## src/rtl/mtrap_pkg.sv

```systemverilog
package mtrap_pkg;
   typedef enum logic [1:0] {
      CSR_NONE,
      CSR_WRITE,
      CSR_SET,
      CSR_CLEAR
   } csr_op_e;

   localparam logic [11:0] A_MSTATUS = 12'h300;
   localparam logic [11:0] A_MIE     = 12'h304;
   localparam logic [11:0] A_MTVEC   = 12'h305;
   localparam logic [11:0] A_MEPC    = 12'h341;
   localparam logic [11:0] A_MCAUSE  = 12'h342;

   localparam int ST_MIE    = 3;
   localparam int ST_MPIE   = 7;
   localparam int ST_MPP_LO = 11;

   localparam int IE_TIMER = 7;
   localparam int IE_EXT   = 11;

   localparam logic [3:0] CAUSE_BREAK  = 4'd3;
   localparam logic [3:0] CAUSE_ECALL  = 4'd11;
   localparam logic [3:0] CAUSE_TIMER  = 4'd7;
   localparam logic [3:0] CAUSE_EXT    = 4'd11;

   localparam logic [6:0] OPC_SYSTEM = 7'h73;
endpackage

```

## src/rtl/mtrap_decode.sv

```systemverilog
module mtrap_decode
   import mtrap_pkg::*;
#(
   parameter int XLEN = 32
) (
   input  logic [XLEN-1:0] instr_i,
   output logic            ecall_o,
   output logic            ebreak_o,
   output logic            mret_o,
   output csr_op_e         op_o,
   output logic [11:0]     addr_o
);
   logic       sys;
   logic       priv;
   logic [2:0] f3;
   logic [11:0] fn12;

   assign f3     = instr_i[14:12];
   assign fn12   = instr_i[31:20];
   assign sys    = (instr_i[6:0] == OPC_SYSTEM);
   assign priv   = sys && (f3 == 3'b000) && (instr_i[19:7] == 13'd0);
   assign ecall_o  = priv && (fn12 == 12'h000);
   assign ebreak_o = priv && (fn12 == 12'h001);
   assign mret_o   = priv && (fn12 == 12'h302);
   assign addr_o   = fn12;

   always_comb begin
      op_o = CSR_NONE;
      if (sys) begin
         unique case (f3[1:0])
            2'b01:   op_o = CSR_WRITE;
            2'b10:   op_o = CSR_SET;
            2'b11:   op_o = CSR_CLEAR;
            default: op_o = CSR_NONE;
         endcase
      end
   end
endmodule

```

## src/rtl/mtrap_seq.sv

```systemverilog
module mtrap_seq
   import mtrap_pkg::*;
#(
   parameter int XLEN      = 32,
   parameter bit EXT_FIRST = 1'b1
) (
   input  logic            ecall_i,
   input  logic            ebreak_i,
   input  logic            mret_i,
   input  logic [1:0]      irq_i,
   input  logic [XLEN-1:0] mstatus_i,
   input  logic [XLEN-1:0] mie_i,
   input  logic [XLEN-1:0] mtvec_i,
   input  logic [XLEN-1:0] mepc_i,
   input  logic [XLEN-1:0] pc_i,
   input  logic            jump_i,
   input  logic [XLEN-1:0] jump_addr_i,
   output logic            redirect_o,
   output logic [XLEN-1:0] redirect_addr_o,
   output logic            dw_en_o,
   output logic            dw_entry_o,
   output logic [XLEN-1:0] dw_mstatus_o,
   output logic [XLEN-1:0] dw_mepc_o,
   output logic [XLEN-1:0] dw_mcause_o
);
   logic pend_t, pend_e, irq_take, pick_ext, entry, ret;

   assign pend_t   = irq_i[0] & mie_i[IE_TIMER];
   assign pend_e   = irq_i[1] & mie_i[IE_EXT];
   assign irq_take = mstatus_i[ST_MIE] & (pend_t | pend_e);

   generate
      if (EXT_FIRST) begin : g_ext_first
         assign pick_ext = pend_e;
      end else begin : g_timer_first
         assign pick_ext = pend_e & ~pend_t;
      end
   endgenerate

   assign entry = irq_take | ecall_i | ebreak_i;
   assign ret   = mret_i & ~entry;

   always_comb begin
      dw_mcause_o = '0;
      dw_mcause_o[XLEN-1] = irq_take;
      if (irq_take)
         dw_mcause_o[3:0] = pick_ext ? CAUSE_EXT : CAUSE_TIMER;
      else
         dw_mcause_o[3:0] = ebreak_i ? CAUSE_BREAK : CAUSE_ECALL;
   end

   always_comb begin
      dw_mstatus_o = mstatus_i;
      if (entry) begin
         dw_mstatus_o[ST_MPIE]          = mstatus_i[ST_MIE];
         dw_mstatus_o[ST_MIE]           = 1'b0;
         dw_mstatus_o[ST_MPP_LO +: 2]   = 2'b11;
      end else if (ret) begin
         dw_mstatus_o[ST_MIE]  = mstatus_i[ST_MPIE];
         dw_mstatus_o[ST_MPIE] = 1'b1;
      end
   end

   assign dw_mepc_o       = jump_i ? jump_addr_i : pc_i;
   assign dw_en_o         = entry | ret;
   assign dw_entry_o      = entry;
   assign redirect_o      = entry | ret;
   assign redirect_addr_o = entry ? {mtvec_i[XLEN-1:2], 2'b00} : mepc_i;
endmodule

```

## src/rtl/mtrap_csr_file.sv

```systemverilog
module mtrap_csr_file
   import mtrap_pkg::*;
#(
   parameter int              XLEN      = 32,
   parameter logic [XLEN-1:0] MTVEC_RST = '0
) (
   input  logic            clk,
   input  logic            rst_n,
   input  csr_op_e         op_i,
   input  logic [11:0]     addr_i,
   input  logic [XLEN-1:0] src_i,
   input  logic            dw_en_i,
   input  logic            dw_entry_i,
   input  logic [XLEN-1:0] dw_mstatus_i,
   input  logic [XLEN-1:0] dw_mepc_i,
   input  logic [XLEN-1:0] dw_mcause_i,
   output logic [XLEN-1:0] rdata_o,
   output logic [XLEN-1:0] mstatus_o,
   output logic [XLEN-1:0] mie_o,
   output logic [XLEN-1:0] mtvec_o,
   output logic [XLEN-1:0] mepc_o,
   output logic [XLEN-1:0] mcause_o
);
   localparam logic [XLEN-1:0] MSTATUS_MASK =
      (XLEN'(1) << ST_MIE) | (XLEN'(1) << ST_MPIE) | (XLEN'(3) << ST_MPP_LO);
   localparam logic [XLEN-1:0] MIE_MASK =
      (XLEN'(1) << IE_TIMER) | (XLEN'(1) << IE_EXT);

   logic [XLEN-1:0] mstatus_q, mie_q, mtvec_q, mepc_q, mcause_q;
   logic [XLEN-1:0] old_val, new_val;
   logic            hit, ins_we;

   always_comb begin
      hit     = 1'b1;
      old_val = '0;
      unique case (addr_i)
         A_MSTATUS: old_val = mstatus_q;
         A_MIE:     old_val = mie_q;
         A_MTVEC:   old_val = mtvec_q;
         A_MEPC:    old_val = mepc_q;
         A_MCAUSE:  old_val = mcause_q;
         default:   hit = 1'b0;
      endcase
   end

   always_comb begin
      unique case (op_i)
         CSR_WRITE: new_val = src_i;
         CSR_SET:   new_val = old_val | src_i;
         CSR_CLEAR: new_val = old_val & ~src_i;
         default:   new_val = old_val;
      endcase
   end

   assign ins_we  = (op_i != CSR_NONE) && hit && !dw_en_i;
   assign rdata_o = (op_i != CSR_NONE) ? old_val : '0;

   always_ff @(posedge clk) begin
      if (!rst_n) begin
         mstatus_q <= '0;
         mie_q     <= '0;
         mtvec_q   <= MTVEC_RST;
         mepc_q    <= '0;
         mcause_q  <= '0;
      end else if (dw_en_i) begin
         mstatus_q <= dw_mstatus_i & MSTATUS_MASK;
         if (dw_entry_i) begin
            mepc_q   <= dw_mepc_i;
            mcause_q <= dw_mcause_i;
         end
      end else if (ins_we) begin
         unique case (addr_i)
            A_MSTATUS: mstatus_q <= new_val & MSTATUS_MASK;
            A_MIE:     mie_q     <= new_val & MIE_MASK;
            A_MTVEC:   mtvec_q   <= new_val;
            A_MEPC:    mepc_q    <= new_val;
            A_MCAUSE:  mcause_q  <= new_val;
            default:   ;
         endcase
      end
   end

   assign mstatus_o = mstatus_q;
   assign mie_o     = mie_q;
   assign mtvec_o   = mtvec_q;
   assign mepc_o    = mepc_q;
   assign mcause_o  = mcause_q;
endmodule

```

## src/rtl/mtrap_ctrl.sv

```systemverilog
module mtrap_ctrl
   import mtrap_pkg::*;
#(
   parameter int              XLEN      = 32,
   parameter logic [XLEN-1:0] MTVEC_RST = '0,
   parameter bit              EXT_FIRST = 1'b1
) (
   input  logic            clk,
   input  logic            rst_n,
   input  logic [XLEN-1:0] instr_i,
   input  logic [XLEN-1:0] pc_i,
   input  logic            jump_i,
   input  logic [XLEN-1:0] jump_addr_i,
   input  logic [1:0]      irq_i,
   input  logic [XLEN-1:0] csr_src_i,
   output logic            redirect_o,
   output logic [XLEN-1:0] redirect_addr_o,
   output logic [XLEN-1:0] csr_rdata_o
);
   generate
      if (XLEN != 32) begin : g_bad_xlen
         $error("mtrap_ctrl: XLEN must be 32");
      end
   endgenerate

   logic            is_ecall, is_ebreak, is_mret;
   csr_op_e         op;
   logic [11:0]     caddr;
   logic            dw_en, dw_entry;
   logic [XLEN-1:0] dw_mstatus, dw_mepc, dw_mcause;
   logic [XLEN-1:0] mstatus_q, mie_q, mtvec_q, mepc_q, mcause_q;

   mtrap_decode #(.XLEN(XLEN)) u_dec (
      .instr_i (instr_i),
      .ecall_o (is_ecall),
      .ebreak_o(is_ebreak),
      .mret_o  (is_mret),
      .op_o    (op),
      .addr_o  (caddr)
   );

   mtrap_seq #(.XLEN(XLEN), .EXT_FIRST(EXT_FIRST)) u_seq (
      .ecall_i        (is_ecall),
      .ebreak_i       (is_ebreak),
      .mret_i         (is_mret),
      .irq_i          (irq_i),
      .mstatus_i      (mstatus_q),
      .mie_i          (mie_q),
      .mtvec_i        (mtvec_q),
      .mepc_i         (mepc_q),
      .pc_i           (pc_i),
      .jump_i         (jump_i),
      .jump_addr_i    (jump_addr_i),
      .redirect_o     (redirect_o),
      .redirect_addr_o(redirect_addr_o),
      .dw_en_o        (dw_en),
      .dw_entry_o     (dw_entry),
      .dw_mstatus_o   (dw_mstatus),
      .dw_mepc_o      (dw_mepc),
      .dw_mcause_o    (dw_mcause)
   );

   mtrap_csr_file #(.XLEN(XLEN), .MTVEC_RST(MTVEC_RST)) u_csr (
      .clk         (clk),
      .rst_n       (rst_n),
      .op_i        (op),
      .addr_i      (caddr),
      .src_i       (csr_src_i),
      .dw_en_i     (dw_en),
      .dw_entry_i  (dw_entry),
      .dw_mstatus_i(dw_mstatus),
      .dw_mepc_i   (dw_mepc),
      .dw_mcause_i (dw_mcause),
      .rdata_o     (csr_rdata_o),
      .mstatus_o   (mstatus_q),
      .mie_o       (mie_q),
      .mtvec_o     (mtvec_q),
      .mepc_o      (mepc_q),
      .mcause_o    (mcause_q)
   );
endmodule

```

## config.mk

```make
export PLATFORM = sky130hd
export DESIGN_NAME = mtrap_ctrl
export DESIGN_NICKNAME = d
export VERILOG_FILES = /design/src/rtl/mtrap_pkg.sv /design/src/rtl/mtrap_decode.sv /design/src/rtl/mtrap_seq.sv /design/src/rtl/mtrap_csr_file.sv /design/src/rtl/mtrap_ctrl.sv
export SDC_FILE = /design/constraint.sdc
export NUM_CORES = 1
export LEC_CHECK = 0
export BUFFER_PORTS_ARGS = -buffer_cell sky130_fd_sc_hd__buf_2
export CORE_AREA = 2 2 128 130
export DETAILED_ROUTE_END_ITERATION = 16
export DIE_AREA = 0 0 130 132
export PLACE_DENSITY = 0.66
export SYNTH_ARGS = -nofsm -noshare
export SYNTH_HDL_FRONTEND = slang
export SYNTH_SLANG_ARGS = --single-unit
```

## constraint.sdc

```tcl
create_clock -name clk -period 2.6 [get_ports clk]
set_clock_uncertainty 0.05 [all_clocks]
set_input_delay 0.26 -clock clk [delete_from_list [all_inputs] [get_ports clk]]
set_output_delay 0.26 -clock clk [all_outputs]
set_load 0.005 [all_outputs]
```

==> results of run 1 <==
-- metal layers --
metal / global-route usage (%) / wire length, um / share of wire, %
met1: 36.8 / 10100 / 43
met2: 44.8 / 11100 / 47
met3: 5.60 / 1950 / 8.3
met4: 9.02 / 488 / 2.1
met5: 0 / 11 / 0.047
-- timing repair --
item / CTS / global route
gates cloned: 1 / 0
pin swaps: 1 / 0
endpoints found under the setup margin: 18 / 28
resized for setup: 0 / 11
hold buffers: 0 / 0
-- cell type report --
cell class | instances | area, um2 | area share, %
Clock buffer | 10 | 239 | 2.85
Clock inverter | 5 | 42.5 | 0.508
Inverter | 7 | 28.8 | 0.343
Multi-Input combinational cell | 609 | 4000 | 47.8
Sequential cell | 102 | 2040 | 24.4
Tap cell | 216 | 270 | 3.22
Timing Repair Buffer | 276 | 1750 | 20.9
-- per-stage QoR --
| step | cell area [um2] | setup WS (ns) | hold WS [ns] | util [%] |
|---|---|---|---|---|
| global route | 8380 | 0.000386 | 0.162 | 53.3 |
| detailed placement | 8030 | -0.0574 | 0.397 | 51.1 |
| finish | 8380 | 0.0465 | 0.150 | 53.3 |
| floorplan | 6250 | 0.00970 | 0.383 | - |
| global placement | 8030 | -0.0490 | 0.395 | 51.1 |
| CTS | 8320 | 0.0117 | 0.143 | 52.9 |
-- cells in the mapped netlist (2+ instances only) --
cell / instances / area [um2]
a22oi_1: 30 / 225
o2bb2ai_1: 33 / 289
nor4_1: 10 / 62.6
dfxtp_1: 102 / 2040
o211a_1: 4 / 40.0
and3_1: 9 / 56.3
nand2b_1: 3 / 18.8
nor4_4: 4 / 85.1
buf_1: 2 / 7.51
and2_1: 7 / 43.8
buf_2: 10 / 50.1
and4_1: 3 / 26.3
or4_1: 4 / 30.0
a311oi_1: 2 / 17.5
a222oi_1: 5 / 50.1
nand3_1: 13 / 65.1
o21ai_1: 46 / 230
a31o_2: 2 / 17.5
o32ai_1: 5 / 43.8
a32oi_1: 23 / 201
clkbuf_1: 56 / 210
o221ai_1: 3 / 26.3
a31oi_1: 7 / 43.8
a211oi_1: 32 / 240
nand4_1: 2 / 12.5
or3_1: 4 / 25.0
nand2_1: 122 / 458
a221o_1: 6 / 60.1
nor2_1: 54 / 203
nor4_2: 2 / 25.0
o31a_1: 2 / 17.5
nand4b_1: 2 / 17.5
mux2i_1: 13 / 130
mux2_2: 20 / 225
o21ai_0: 3 / 15.0
a211oi_2: 2 / 25.0
a22o_1: 20 / 175
inv_1: 6 / 22.5
nor2b_1: 21 / 131
nor3_1: 14 / 70.1
a21oi_1: 50 / 250
a21o_1: 3 / 22.5
-- worst max-delay path by stage --
stage / start / endpoint / slack [ns] / cells past startpoint
2_1_floorplan: instr_i[22] / u_csr.mtvec_o[25] / 0.01 / 9
3_3_place_gp: instr_i[31] / u_csr.mepc_o[11] / -0.05 / 8
3_5_place_dp: instr_i[31] / u_csr.mepc_o[11] / -0.06 / 8
4_1_cts: instr_i[31] / csr_rdata_o[2] / 0.01 / 8
5_1_grt: instr_i[31] / csr_rdata_o[2] / 0.0004 / 8
6_report: instr_i[31] / csr_rdata_o[28] / 0.05 / 8
-- critical path, stage by stage --
cell and delay [ns]:
buf_2 0.11, or4_1 0.55, buf_4 0.21, or3_1 0.38
buf_4 0.22, o21ai_1 0.24, nor2b_1 0.16, buf_2 0.12
-- state kept, by name, summed over array words and instances (netlist names) --
| name | flops |
|---|---|
| u_csr.mepc_o | 32 |
| u_csr.mcause_o | 32 |
| u_csr.mie_o | 2 |
| u_csr.mtvec_o | 32 |
| u_csr.mstatus_o | 4 |
-- cells by family (layout without fill, tap and decap cells) --
kind of cell	Yosys count	in the layout	share of synthesized area, %
AO/OA/AOI/OAI	290	290	33.8
AND/OR/NAND/NOR	284	285	22.6
flip-flops	102	102	32.7
multiplexers	34	34	5.87
buffers and inverters	77	298	5.01
-- power groups by stage --
stage / clock (mW) / sequential (mW) / combinational, mW
CTS: 1.34 / 1.56 / 0.315
finish: 1.33 / 1.56 / 0.320
global route: 1.40 / 1.56 / 0.345
detailed placement: 0 / 1.60 / 0.313
global placement: 0 / 1.60 / 0.311
floorplan: 0 / 1.60 / 0.125
==> metrics.txt, run 1 <==
outcome finished clean; fill cell count 1499; initial antenna violation count 1; Post-synth EDFFs 0; Hold Path End u_csr.mtvec_o[18]; # IOs 198; Setup CP Type in -> out; Layout Cells excl Fill 1225; CTS tree built; die height 132 um; leakage 3.40 nW; Seq cells post-synth 102; Port Buffers 197; Initial Utilization 39.7%; via count 7178; Overall Power 3.21 mW; Min Clock Period, post-route 2.55 ns; clock share of power 41.4%; fin nets 1138; Detailed Routing Iterations Pass 1 5; worst r2r src u_csr.mie_o[7]; Max H-tree Level 3; GR Overflow Total 0; setup TNS 0 ns; clk buf depth 2; CP startpoint kind input port; Reg2Reg Depth 8; Final Max Slew Viols 0; Reg-to-Reg End u_csr.mcause_o[8]; ANT cells 0; CP Max Fanout 12; row count 46; f_max 392 MHz; most common cell after layout, fill and taps aside buf_2; average size of a mapped cell 7.93 um2; R2R Setup Slk 0.25 ns; Clock transition at path regs 0.07 ns; Worst-Skew Late Latency 0.36 ns; post-synth cell types 68; WL final 23600 um; Min-Delay Path Depth 3; internal power 2.39 mW; Power Dens Cells 383 nW/um2; Die X 130 um; total global-route track usage 27.7%; Final HPWL DP 16900 um; CP required 2.29 ns; Switching Share 25.6%; hold path start csr_src_i[18]; Main synth FF type dfxtp_1; post-synthesis cell count 787; max cap viols 0; slew at the pin closest to its max-slew limit 0.726 ns; FFs w/ async S/R, synth 0%; vias in the first global route 6951; sequential share of power 48.6%; leading cell types in the layout, fill and taps excluded 197 x buf_2, 122 x nand2_1, 102 x dfxtp_1; fin crit share 98.2%; Net Count, Synth 920; Max IR drop VDD 0.000345 V; unrepaired setup endpoints after global routing true; final setup fails 0; relative max-transition margin 51.6%; Worst Setup End Kind output port; DIE AREA 17200 um2; worst hold path class in -> reg; cell count after placement 1209; worst path arrival time 2.24 ns; sequential share of the synthesized area 32.7%; P_sw 0.820 mW; synthesis-to-layout area growth 34.2%; Clock Sinks 102; clock root buffer clkbuf_16; layout cells sized above 1 33.9%; Initial DRC Count 595; Final Wtd Congestion 0.952; detailed-route vias per instance 5.86; Num CTS Buffers 9; mapped cell area 6240 um2; first-pass GRT wire length 37400 um; Routed WL per cell 19.3 um; Post-CTS Setup Bufs 0; Comb pwr share 10.0%; Syn. warnings 0; largest net degree at the start of global routing 38; Post-route DRC 0; antenna viol nets, final 0; final hold violation count 0; CORE AREA 15700 um2
Power figures use the tool's default switching activity.
==> run 2: changes to the inputs <==
--- a/constraint.sdc
+++ b/constraint.sdc
@@ -4,2 +4,2 @@
 set_output_delay 0.26 -clock clk [all_outputs]
-set_load 0.005 [all_outputs]
+set_load 0.02 [all_outputs]
==> run 2 against run 1 <==
Critical path depth unchanged. Clock-buffer cell count down 1. Sequential power about the same. First-iteration DRC count down 9.2%. Global-route usage down 0.64 points. Die area unchanged. Hold slack worse by 0.0028 ns. Largest cell class unchanged. Highest routed layer is now met4.
==> metrics.txt, run 2 (synthesis results as in run 1) <==
Final Util 53.4%; antenna viol nets, final 0; Initial DRC Count 540; row count 46; internal power 2.37 mW; Crit path buffers/inverters 4; Worst-Skew Late Latency 0.36 ns; CORE AREA 15700 um2; CP Max Fanout 14; Max H-tree Level 3; die height 132 um; Die X 130 um; sequence of cells on the critical path buf_2 -> or4_1 -> buf_4 -> or3_1 -> buf_12 -> o2bb2ai_1 -> nor2b_1 -> buf_2; DP Worst Slack -0.135 ns; sequential share of power 48.9%; GR Overflow Total 0; WL final 23500 um; synthesis-to-layout area growth 34.3%; initial antenna violation count 0; Final Max Slew Viols 0; Power Dens Cells 381 nW/um2; Setup CP Type in -> out; via count 7201; Largest stage delay, worst path 0.55 ns; CP required 2.29 ns; Comb pwr share 9.9%; ANT cells 0; Num CTS Buffers 9; P_sw 0.826 mW; Worst Setup End Kind output port; Switching Share 25.9%; worst r2r src u_csr.mie_o[11]; Slowest-stage cell, CP or4_1; outcome finished clean; CP startpoint kind input port; Top delay family on crit path simple AND/OR/NAND/NOR gates; max cap viols 0; relative max-transition margin 49.1%; clk buf depth 2; Final WS setup 0.0557 ns; final hold violation count 0; Port Buffers 197; clock share of power 41.3%; # IOs 198; most frequent CP cell buf_2; Detailed Routing Iterations Pass 1 5; Setup crit start instr_i[31]; DIE AREA 17200 um2; f_max 393 MHz; leakage 3.42 nW; slew at the pin closest to its max-slew limit 0.763 ns; Clock Sinks 102; most common cell after layout, fill and taps aside buf_2; worst hold path class in -> reg; detailed-route vias per instance 5.85; layout cells sized above 1 34.5%; Min Clock Period, post-route 2.54 ns; fin crit share 97.9%; unrepaired setup endpoints after global routing true; Clock transition at path regs 0.07 ns; Overall Power 3.19 mW; vias in the first global route 7058; hold buffer count at CTS 0; hold path start csr_src_i[15]; Initial Utilization 39.7%; Final Wtd Congestion 0.903; leading cell types in the layout, fill and taps excluded 197 x buf_2, 122 x nand2_1, 102 x dfxtp_1; total global-route track usage 27.1%; setup TNS 0 ns; Final HPWL DP 16800 um; Post-route DRC 0; worst path arrival time 2.23 ns; fin nets 1144; final setup fails 0; Routed WL per cell 19.1 um; CTS tree built; Max IR drop VDD 0.000331 V; largest net degree at the start of global routing 40; first-pass GRT wire length 36700 um; clock root buffer clkbuf_16
run 2: cell count changes in the layout (fill, tap and decap cells not counted):
| cell | previous run | this run |
|---|---|---|
| buf_4 | 65 | 74 |
| buf_12 | 14 | 11 |
| inv_6 | 2 | 0 |
| inv_8 | 0 | 2 |
| nor2b_2 | 2 | 4 |
| clkbuf_8 | 1 | 0 |
| clkinv_4 | 2 | 3 |
| nor2b_1 | 18 | 17 |
| nor2b_4 | 1 | 0 |
| nor4_1 | 9 | 8 |
| nor4_2 | 1 | 2 |
| o21ai_2 | 0 | 1 |
| o21ai_4 | 1 | 0 |
run 2: area by class of cell:
type	instances	area, um2
Clock buffer	9	225
Clock inverter	6	56.3
Fill cell	1508	7330
Inverter	7	28.8
Multi-Input combinational cell	609	4000
Sequential cell	102	2040
Tap cell	216	270
Timing Repair Buffer	282	1760
run 2: per-stage QoR:
step / cells / area [um2] / hold slack [ns]
2_1_floorplan: 787 / 6250 / 0.383
3_3_place_gp: 1212 / 8020 / 0.395
4_1_cts: 1227 / 8300 / 0.147
5_1_grt: 1231 / 8380 / 0.160
6_report: 1231 / 8380 / 0.147
3_5_place_dp: 1212 / 8020 / 0.399
run 2: repair_timing:
item	4_1_cts	5_1_grt
endpoints found under the setup margin	1	63
pin swaps	0	1
setup buffers	0	4
gates cloned	0	1
resized for setup	1	10
run 2: per-layer routing:
metal  part of all wire (%)  vias to the layer above  global-route usage, %
li1                       -                     3453                      -
met1                     42                     3388                   35.4
met2                     48                      323                   45.2
met3                    7.8                       37                   4.83
met4                    2.1                        0                   8.36
met5                      0                        -                      0
run 2: path summary, 6_finish.rpt:
| kind | slack (ns) | endpoint | cells after the start |
|---|---|---|---|
| setup / recovery | 0.06 | csr_rdata_o[9] | 8 |
| hold / removal | 0.15 | u_csr.mtvec_o[15] | 3 |
| setup reg to reg | 0.28 | u_csr.mcause_o[25] | 7 |
| hold reg to reg | 0.42 | u_csr.mcause_o[20] | 1 |
run 2: worst reg2reg max path: stages, from the launching register on:
cell	delay (ns)
dfxtp_1	0.34
a22oi_1	0.20
nor2b_2	0.10
buf_4	0.20
a211o_1	0.39
nor2_2	0.63
buf_12	0.23
o2bb2ai_1	0.12
run 2: power by group through the flow:
stage | logic [mW] | clock network (mW) | registers, mW
floorplan | 0.125 | 0 | 1.60
global placement | 0.305 | 0 | 1.60
detailed placement | 0.307 | 0 | 1.60
CTS | 0.309 | 1.32 | 1.56
global route | 0.340 | 1.39 | 1.56
finish | 0.316 | 1.32 | 1.56
==> run 3: changes to the inputs <==
Settings changed: BUFFER_PORTS_ARGS -buffer_cell sky130_fd_sc_hd__buf_2 to unset, CORE_AREA 2 2 128 130 to 2 2 107 109, DIE_AREA 0 0 130 132 to 0 0 109 111, DONT_BUFFER_PORTS set to 1, PLACE_DENSITY 0.66 to 0.75.
==> run 3 against run 2 <==
Combinational power decreased by 51%. First-iteration DRC count up 39%. Worst setup slack lost 0.027 ns. Clock power about the same. Hold slack worse by 0.13 ns. Final cell count fell by 22%. Critical path type unchanged. Critical endpoint is now csr_rdata_o[31]. Largest cell class unchanged.
==> metrics.txt, run 3 (synthesis results as in run 1) <==
Initial Utilization 56.4%; CORE AREA 11100 um2; Switching Share 24.1%; clk buf depth 2; Num CTS Buffers 9; fin crit share 98.9%; Final Max Slew Viols 0; row count 39; Max IR drop VDD 0.000388 V; Largest stage delay, worst path 0.54 ns; Worst Setup End Kind output port; Routed WL per cell 23.4 um; Hold WS 0.0181 ns; clock root buffer clkbuf_16; CP required 2.29 ns; layout cells sized above 1 17.9%; fill cell count 934; via count 6803; Crit path buffers/inverters 3; Worst-Skew Late Latency 0.35 ns; P_sw 0.733 mW; Final Wtd Congestion 0.998; Initial DRC Count 753; Top delay family on crit path simple AND/OR/NAND/NOR gates; Final Util 65.3%; first-pass GRT wire length 34300 um; clock share of power 43.6%; ANT cells 0; Reg area 2040 um2; CP Max Fanout 8; Port Buffers 0; f_max 389 MHz; CP startpoint kind input port; DIE AREA 12100 um2; largest net degree at the start of global routing 62; Setup CP Type in -> out; synthesis-to-layout area growth 15.8%; Slowest-stage cell, CP or4_1; footprint of the multi-input gates 3950 um2; vias in the first global route 6593; Clock Sinks 102; Die X 109 um; leading cell types in the layout, fill and taps excluded 122 x nand2_1, 102 x dfxtp_1, 77 x buf_4; leakage 2.51 nW; Detailed Routing Iterations Pass 1 6; initial antenna violation count 0; most common cell after layout, fill and taps aside nand2_1; Post-route DRC 0; detailed-route vias per instance 7.06; Layout Cells excl Fill 963; total global-route track usage 36.1%; Final HPWL DP 15300 um; # IOs 198; worst hold path class in -> reg; max cap viols 0; DP Worst Slack -0.0282 ns; sequence of cells on the critical path or4_1 -> buf_4 -> or3_1 -> buf_4 -> o21ai_1 -> nor2b_1 -> buf_4; Overall Power 3.05 mW; Clock transition at path regs 0.07 ns; WL final 22500 um; internal power 2.31 mW; Max H-tree Level 3; worst path arrival time 2.26 ns; slew at the pin closest to its max-slew limit 1.03 ns; Comb pwr share 5.1%; cell count after placement 944; Min Clock Period, post-route 2.57 ns; most frequent CP cell buf_4; final setup fails 0; unrepaired setup endpoints after global routing false; antenna viol nets, final 0; Post-CTS Setup Bufs 0; CTS tree built; Power Dens Cells 421 nW/um2; final hold violation count 0; sequential share of power 51.2%; die height 111 um; GR Overflow Total 0; fin nets 948; relative max-transition margin 31.4%; outcome finished clean; Final WS setup 0.0286 ns
run 3: path summary, 6_finish.rpt:
| check | start | end | slack, ns | cells after the start |
|---|---|---|---|---|
| worst max-delay path | instr_i[31] | csr_rdata_o[31] | 0.03 | 7 |
| worst min register to register | u_csr.mcause_o[28] | u_csr.mcause_o[28] | 0.42 | 1 |
| worst max register to register | u_csr.mie_o[7] | u_csr.mepc_o[20] | 0.28 | 8 |
| worst min-delay path | rst_n | u_csr.mcause_o[2] | 0.02 | 1 |
run 3: area by class of cell:
type	count	share of cell area (%)
clock inverters	6	0.779
well taps	143	2.47
multi-input cells	609	54.6
clock buffers	10	3.31
inverters	7	0.398
flip-flops and latches	102	28.2
repair buffers	86	10.2
run 3: layer usage:
metal	global-route usage [%]	vias to the layer above	part of all wire [%]
met5	0	-	0
met4	16.1	0	3.3
met3	7.41	69	12
met2	58.8	495	47
met1	45.5	3177	39
li1	-	3062	-
run 3: power by group through the flow:
stage	clock [mW]	sequential [mW]	combinational (mW)
after floorplan	0	1.60	0.125
after global placement	0	1.60	0.144
after detailed placement	0	1.60	0.146
after CTS	1.32	1.56	0.149
after global routing	1.40	1.56	0.163
final	1.33	1.56	0.156
run 3: per-stage QoR:
stage / cell area, um2 / TNS [ns]
after floorplan: 6250 / 0
after global placement: 6900 / 0
after detailed placement: 6900 / -0.0478
after CTS: 7210 / 0
after global routing: 7230 / 0
final: 7230 / 0
run 3: what timing repair did:
action,in CTS,in global routing
hold endpoints to repair,1,2
gates resized for setup,0,2
setup endpoints to repair,0,7
hold buffers,1,1
